### src/rtl/rxt_pkg.sv
package rxt_pkg;
  localparam int VAL_W = 16;
  typedef logic [VAL_W-1:0] val_t;

  // reset values
  localparam val_t MIN_RESET  = 16'h7FFF;
  localparam val_t TEMP_RESET = 16'd2500;

  // host write kinds
  localparam logic [1:0] WK_VPK  = 2'd0;
  localparam logic [1:0] WK_VMIN = 2'd1;
  localparam logic [1:0] WK_IPK  = 2'd2;
  localparam logic [1:0] WK_TPK  = 2'd3;

  // read kinds
  localparam logic [2:0] RK_VPK   = 3'd0;
  localparam logic [2:0] RK_VMIN  = 3'd1;
  localparam logic [2:0] RK_IPK   = 3'd2;
  localparam logic [2:0] RK_TPK   = 3'd3;
  localparam logic [2:0] RK_TLAST = 3'd4;

  // candidate replaces a held peak only when strictly above it
  function automatic logic tops(val_t cand, val_t held);
    return cand > held;
  endfunction

  // candidate replaces a held minimum only when strictly below it
  function automatic logic undercuts(val_t cand, val_t held);
    return cand < held;
  endfunction

  // a zero voltage marks a switched-off rail
  function automatic logic rail_live(val_t mv);
    return mv != '0;
  endfunction
endpackage

### src/rtl/rxt_supply_lane.sv
module rxt_supply_lane
  import rxt_pkg::*;
(
  input  logic clk,
  input  logic rst_n,
  input  logic samp_hit,
  input  val_t samp_mv,
  input  val_t samp_ma,
  input  logic wr_vpk,
  input  logic wr_vmin,
  input  logic wr_ipk,
  input  val_t wr_data,
  output val_t vpk,
  output val_t vmin,
  output val_t ipk
);
  logic live;
  logic vpk_upd, vmin_upd, ipk_upd;

  assign live     = samp_hit && rail_live(samp_mv);
  assign vpk_upd  = live && tops(samp_mv, vpk);
  assign vmin_upd = live && undercuts(samp_mv, vmin);
  assign ipk_upd  = live && tops(samp_ma, ipk);

  always_ff @(posedge clk) begin
    if (!rst_n) begin
      vpk  <= '0;
      vmin <= MIN_RESET;
      ipk  <= '0;
    end else begin
      if (wr_vpk)       vpk <= wr_data;
      else if (vpk_upd) vpk <= samp_mv;

      if (wr_vmin)       vmin <= wr_data;
      else if (vmin_upd) vmin <= samp_mv;

      if (wr_ipk)       ipk <= wr_data;
      else if (ipk_upd) ipk <= samp_ma;
    end
  end


  zero_hold_chk: assert property (@(posedge clk) disable iff (!rst_n)
    (samp_hit && samp_mv == '0 && !wr_vpk && !wr_vmin && !wr_ipk)
      |=> ($stable(vpk) && $stable(vmin) && $stable(ipk)));


  vpk_rise_chk: assert property (@(posedge clk) disable iff (!rst_n)
    !wr_vpk |=> vpk >= $past(vpk));


  vmin_fall_chk: assert property (@(posedge clk) disable iff (!rst_n)
    !wr_vmin |=> vmin <= $past(vmin));


  ipk_rise_chk: assert property (@(posedge clk) disable iff (!rst_n)
    !wr_ipk |=> ipk >= $past(ipk));


  wr_wins_chk: assert property (@(posedge clk) disable iff (!rst_n)
    wr_vpk |=> vpk == $past(wr_data));


  idle_hold_chk: assert property (@(posedge clk) disable iff (!rst_n)
    (!samp_hit && !wr_vpk && !wr_vmin && !wr_ipk)
      |=> ($stable(vpk) && $stable(vmin) && $stable(ipk)));
endmodule

### src/rtl/rxt_temp_lane.sv
module rxt_temp_lane
  import rxt_pkg::*;
(
  input  logic clk,
  input  logic rst_n,
  input  logic samp_hit,
  input  val_t samp_val,
  input  logic wr_tpk,
  input  val_t wr_data,
  output val_t tpk,
  output val_t tlast
);
  logic tpk_upd;

  assign tpk_upd = samp_hit && tops(samp_val, tpk);

  always_ff @(posedge clk) begin
    if (!rst_n) begin
      tpk   <= '0;
      tlast <= TEMP_RESET;
    end else begin
      if (wr_tpk)       tpk <= wr_data;
      else if (tpk_upd) tpk <= samp_val;

      if (samp_hit) tlast <= samp_val;
    end
  end


  tpk_rise_chk: assert property (@(posedge clk) disable iff (!rst_n)
    !wr_tpk |=> tpk >= $past(tpk));


  tlast_follow_chk: assert property (@(posedge clk) disable iff (!rst_n)
    samp_hit |=> tlast == $past(samp_val));


  twr_wins_chk: assert property (@(posedge clk) disable iff (!rst_n)
    wr_tpk |=> tpk == $past(wr_data));
endmodule

### src/rtl/rxt_top.sv
module rxt_top
  import rxt_pkg::*;
#(
  parameter int N_SUP     = 16,
  parameter int N_TMP     = 5,
  parameter int SUP_IDX_W = 5,
  parameter int TMP_IDX_W = 3
) (
  input  logic                 clk,
  input  logic                 rst_n,
  input  logic                 sup_valid,
  input  logic [SUP_IDX_W-1:0] sup_chan,
  input  logic [15:0]          sup_mv,
  input  logic [15:0]          sup_ma,
  input  logic                 tmp_valid,
  input  logic [TMP_IDX_W-1:0] tmp_chan,
  input  logic [15:0]          tmp_val,
  input  logic                 wr_en,
  input  logic [1:0]           wr_sel,
  input  logic [SUP_IDX_W-1:0] wr_chan,
  input  logic [15:0]          wr_data,
  input  logic [2:0]           rd_sel,
  input  logic [SUP_IDX_W-1:0] rd_chan,
  output logic [15:0]          rd_data
);
  localparam logic [SUP_IDX_W-1:0] SUP_LIM = SUP_IDX_W'(N_SUP);
  localparam logic [TMP_IDX_W-1:0] TMP_LIM = TMP_IDX_W'(N_TMP);

  logic [N_SUP-1:0] sup_hit;
  logic [N_TMP-1:0] tmp_hit;
  val_t vpk_a  [N_SUP];
  val_t vmin_a [N_SUP];
  val_t ipk_a  [N_SUP];
  val_t tpk_a  [N_TMP];
  val_t tlast_a[N_TMP];
  val_t rd_next;

  for (genvar g = 0; g < N_SUP; g++) begin : g_sup
    logic wv, wn, wi;
    assign sup_hit[g] = sup_valid && (sup_chan == SUP_IDX_W'(g));
    assign wv = wr_en && (wr_chan == SUP_IDX_W'(g)) && (wr_sel == WK_VPK);
    assign wn = wr_en && (wr_chan == SUP_IDX_W'(g)) && (wr_sel == WK_VMIN);
    assign wi = wr_en && (wr_chan == SUP_IDX_W'(g)) && (wr_sel == WK_IPK);
    rxt_supply_lane u_lane (
      .clk      (clk),
      .rst_n    (rst_n),
      .samp_hit (sup_hit[g]),
      .samp_mv  (sup_mv),
      .samp_ma  (sup_ma),
      .wr_vpk   (wv),
      .wr_vmin  (wn),
      .wr_ipk   (wi),
      .wr_data  (wr_data),
      .vpk      (vpk_a[g]),
      .vmin     (vmin_a[g]),
      .ipk      (ipk_a[g])
    );
  end

  for (genvar g = 0; g < N_TMP; g++) begin : g_tmp
    logic wt;
    assign tmp_hit[g] = tmp_valid && (tmp_chan == TMP_IDX_W'(g));
    assign wt = wr_en && (wr_chan == SUP_IDX_W'(g)) && (wr_sel == WK_TPK);
    rxt_temp_lane u_lane (
      .clk      (clk),
      .rst_n    (rst_n),
      .samp_hit (tmp_hit[g]),
      .samp_val (tmp_val),
      .wr_tpk   (wt),
      .wr_data  (wr_data),
      .tpk      (tpk_a[g]),
      .tlast    (tlast_a[g])
    );
  end

  always_comb begin
    rd_next = '0;
    case (rd_sel)
      RK_VPK:  for (int i = 0; i < N_SUP; i++) if (rd_chan == SUP_IDX_W'(i)) rd_next = vpk_a[i];
      RK_VMIN: for (int i = 0; i < N_SUP; i++) if (rd_chan == SUP_IDX_W'(i)) rd_next = vmin_a[i];
      RK_IPK:  for (int i = 0; i < N_SUP; i++) if (rd_chan == SUP_IDX_W'(i)) rd_next = ipk_a[i];
      RK_TPK:  for (int i = 0; i < N_TMP; i++) if (rd_chan == SUP_IDX_W'(i)) rd_next = tpk_a[i];
      RK_TLAST: for (int i = 0; i < N_TMP; i++) if (rd_chan == SUP_IDX_W'(i)) rd_next = tlast_a[i];
      default: rd_next = '0;
    endcase
  end

  always_ff @(posedge clk) begin
    if (!rst_n) rd_data <= '0;
    else        rd_data <= rd_next;
  end


  sup_oob_chk: assert property (@(posedge clk) disable iff (!rst_n)
    (sup_valid && sup_chan >= SUP_LIM) |-> (sup_hit == '0));


  tmp_oob_chk: assert property (@(posedge clk) disable iff (!rst_n)
    (tmp_valid && tmp_chan >= TMP_LIM) |-> (tmp_hit == '0));


  sup_onehot_chk: assert property (@(posedge clk) disable iff (!rst_n)
    $onehot0(sup_hit));


  rd_badsel_chk: assert property (@(posedge clk) disable iff (!rst_n)
    (rd_sel > RK_TLAST) |=> (rd_data == '0));


  rd_oobchan_chk: assert property (@(posedge clk) disable iff (!rst_n)
    (rd_chan >= SUP_LIM) |=> (rd_data == '0));
endmodule

### config.mk
export PLATFORM = sky130hd
export DESIGN_NAME = rxt_top
export DESIGN_NICKNAME = d
export VERILOG_FILES = /design/src/rtl/rxt_pkg.sv /design/src/rtl/rxt_supply_lane.sv /design/src/rtl/rxt_temp_lane.sv /design/src/rtl/rxt_top.sv
export SDC_FILE = /design/constraint.sdc
export NUM_CORES = 2
export LEC_CHECK = 0
export BUFFER_PORTS_ARGS = -buffer_cell sky130_fd_sc_hd__buf_2
export CORE_MARGIN = 4
export CORE_UTILIZATION = 35
export DETAILED_ROUTE_END_ITERATION = 16
export MAX_ROUTING_LAYER = met4
export RECOVER_POWER = 50
export SETUP_SLACK_MARGIN = 0.05
export SYNTH_ARGS = -nofsm -noshare
export SYNTH_HDL_FRONTEND = slang
export SYNTH_SLANG_ARGS = --single-unit
### constraint.sdc
create_clock -name clk -period 3.51 [get_ports clk]
set_input_delay 0 -clock clk [delete_from_list [all_inputs] [get_ports clk]]
set_output_delay 0 -clock clk [all_outputs]
set_load 0.02 [all_outputs]
==> results.py <==
metrics = {
    "setup_path": {
        "cp-start-kind": "input pin",
        "crit_slowest_cell": "clkbuf_2",
        "worstPathRequired_ns": 4.25,
        "crit_family": "buffers and inverters",
        "max_stage_delay_ns": 0.92,
        "crit_type": "in -> reg",
        "crit_path_start": "rst_n",
        "crit_buf_inv": 4,
        "cp_max_fo": 42,
        "reg2reg_from": "g_tmp[4].u_lane.tlast[13]",
        "crit_chain": "dlygate4sd3_1, clkbuf_2, inv_8, nor2_1, buf_4, o211ai_1, a211oi_1, nor3_1, o211ai_1",
        "end_kind": "flip-flop",
        "cp_data_arrival_time_ns": 4.31,
        "crit_top_cell": "o211ai_1",
    },
    "route": {
        "wire_per_inst_um": 32.5,
        "routed_wl_um": 399000,
        "first_pass_iters": 9,
        "drtIter0Drc": 12400,
        "drc": 0,
        "vias_per_cell": 6.52,
        "postRouteAntennaNets": 0,
        "vias": 80100,
    },
    "power_and_ir_drop": {
        "p_total_mw": 29.4,
        "p_int_mw": 20.1,
        "p_leak_nw": 35.4,
        "p_sw_mw": 9.24,
        "power_frac_clock": 0.454,
        "cellPowerDensity_nw_per_um2": 349,
        "seqPwrFrac": 0.375,
        "p_comb_frac": 0.171,
        "p_sw_frac": 0.315,
        "vdd_ir_drop_max_v": 0.000417,
    },
    "status": {
        "violations": "capacitance limit, slew limit, setup timing",
        "status": "finished with violations",
    },
    "placed_design": {
        "detailed_place.area_um2": 79500,
        "port_buffers": 107,
        "place_congestion": 1.08,
        "place_ws_ns": -0.476,
        "post-dp-hpwl_um": 281000,
    },
    "grt": {
        "grtUsageMet1": 0.456,
        "grt_max_degree": 215,
        "use_met3": 0.0827,
        "top_usage_layer": "met2",
        "overflow": 0,
        "grt_pass1_vias": 73500,
        "grt_pass1_wl_um": 555000,
        "gr-usage-met2": 0.511,
        "antenna_found_initial": 53,
        "grt_usage": 0.361,
    },
    "layout": {
        "nets": 10300,
        "drive_gt1_frac": 0.134,
        "finish.instance_area_um2": 84100,
        "area_growth_pct": 14.6,
    },
    "cts": {
        "clk_path_buf_depth": 3,
        "ctsResizeCount": 0,
        "clk_pin_slew_worst_paths_ns": 0.06,
        "clock_sinks": 944,
        "cts-htree-levels": 3,
        "clock_latency_ns": 0.82,
        "cts_tree": "built",
        "cts_made_buffers": 119,
        "cts_root_buf": "clkbuf_16",
    },
    "logic_synthesis": {
        "ys_ff_latch": 944,
        "synthFlopType": "dfxtp_1",
        "yosysSeqAreaShare": 0.257,
        "synth_edf_count": 0,
        "synthCells": 9308,
        "yosysUniqueCellTypes": 90,
        "syn-num-nets": 10200,
        "synth_area_um2": 73400,
        "async_reset_ff_frac": 0,
        "synth_area_per_cell_um2": 7.88,
        "ys_warn_count": 0,
    },
    "floorplan": {
        "coreArea_um2": 208000,
        "die_h_um": 466,
        "fp.dieW_um": 466,
        "std_cell_rows": 167,
        "ios": 108,
        "start_util": 0.353,
        "die_area_um2": 217000,
    },
    "min_path": {
        "hp-class": "in -> reg",
        "min_from": "sup_mv[0]",
    },
    "sta": {
        "drv_slew": 80,
        "worst_pin_slew_ns": 1.64,
        "final-setup-viol-count": 1,
        "layout_min_cycle_time_ns": 3.57,
        "hold_violations": 0,
        "setup_slack_ns": -0.0641,
        "max_freq_mhz": 280,
        "final.period_utilization": 1.02,
        "slew_headroom": -0.0952,
        "rsz0062_at_grt": "no",
        "skew_ns": 0.0445,
    },
    "flow_run": {
        "maxCapViolCount": 1,
    },
}
-- stage by stage --
step / hold WS, ns / TNS [ns] / instances / util
floorplan: 0.281 / 0 / 9308 / -
global placement: 0.387 / -3.77 / 11900 / 0.382
detailed placement: 0.393 / -3.33 / 11900 / 0.382
CTS: 0.0359 / 0 / 12200 / 0.406
global route: 0.0700 / 0 / 12300 / 0.404
finish: 0.0660 / -0.0641 / 12300 / 0.405
-- registers in the layout, summed over array words and instances (netlist names) --
signal / cells
g_tmp.u_lane.tpk: 80
g_sup.u_lane.vmin: 256
g_sup.u_lane.vpk: 256
rd_data: 16
g_tmp.u_lane.tlast: 80
g_sup.u_lane.ipk: 256
-- layer usage --
layer	vias to the layer above	part of all wire
met5	-	0
met4	0	0.079
met3	1310	0.11
met2	5537	0.41
met1	38800	0.39
li1	34400	-
-- cell usage after synthesis, types with 114 or more instances --
| cell type | number | area share |
|---|---|---|
| mux2i_1 | 364 | 0.050 |
| a311oi_1 | 134 | 0.016 |
| nand4_1 | 166 | 0.014 |
| a211oi_1 | 206 | 0.021 |
| nor2_1 | 553 | 0.028 |
| inv_1 | 847 | 0.043 |
| a22oi_1 | 114 | 0.012 |
| a21oi_1 | 498 | 0.034 |
| dfxtp_1 | 944 | 0.26 |
| o21ai_0 | 434 | 0.030 |
| a21o_1 | 194 | 0.020 |
| ha_1 | 832 | 0.14 |
| nand3_1 | 192 | 0.013 |
| clkbuf_1 | 722 | 0.037 |
| nor3_1 | 238 | 0.016 |
| nand2_1 | 1025 | 0.052 |
| mux2_2 | 265 | 0.041 |
-- cells in the final DEF, fill, tap and decap left out, drive strengths merged, types with 73 or more instances in the layout --
cell and n:
nand2 1025, dfxtp 944, inv 850, ha 832, buf 573, nor2 553, a21oi 508, o21ai 447
mux2i 364, mux2 265, nor3 242, clkbuf 238, a211oi 206, a21o 194, nand3 192, nand4 166
a311oi 135, a22oi 114, o221a 112, o221ai 106, o22ai 103, nor4 101, o21a 75, dlygate4sd3 75
nor2b 73
-- cells by family (layout without fill, tap and decap cells) --
logic type	after synthesis	in the layout	synth area share
flops	944	944	0.257
fa+ha+maj	832	832	0.142
buf+inv	1642	1780	0.0850
simple gates	2605	2605	0.164
compound gates	2655	2655	0.261
other cells	0	46	0
mux	630	630	0.0906
-- power by group through the flow --
stage	clock network [mW]	logic (mW)	registers, mW
after floorplan	0	2.53	11.2
after global routing	13.8	5.23	11.0
after CTS	13.4	4.82	11.0
after global placement	0	4.65	11.2
final	13.3	5.02	11.0
after detailed placement	0	4.73	11.2
-- worst reg2reg max path: stages (launching register included) --
cell      delay [ns]
dfxtp_1         0.31
a22oi_1         0.70
o22ai_1         0.42
or4_1           0.69
a221oi_1        1.10
nand3_1         0.13
-- final timing paths --
check	endpoint	slack, ns	cells after the start
setup / recovery	rd_data[1]	-0.06	9
hold / removal	g_sup[14].u_lane.vpk[0]	0.07	7
setup reg to reg	rd_data[13]	0.02	5
hold reg to reg	g_tmp[2].u_lane.tlast[9]	0.46	2
-- what timing repair did --
| item | in CTS | in global routing |
|---|---|---|
| hold endpoints to repair | 487 | 0 |
| buffers inserted | 0 | 3 |
| endpoints found under the setup margin | 0 | 14 |
| hold buffers | 75 | 0 |
-- layout make-up --
cell class / instances / area (µm²)
clock inverter: 44 / 453
fill: 21100 / 124000
timing repair buffer: 708 / 5790
sequential: 944 / 18900
clock buffer: 179 / 3640
tap: 2788 / 3490
inverter: 849 / 3190
multi-input combinational: 6722 / 48500
antenna: 46 / 115
No activity file was read; power rests on OpenSTA's default activity.
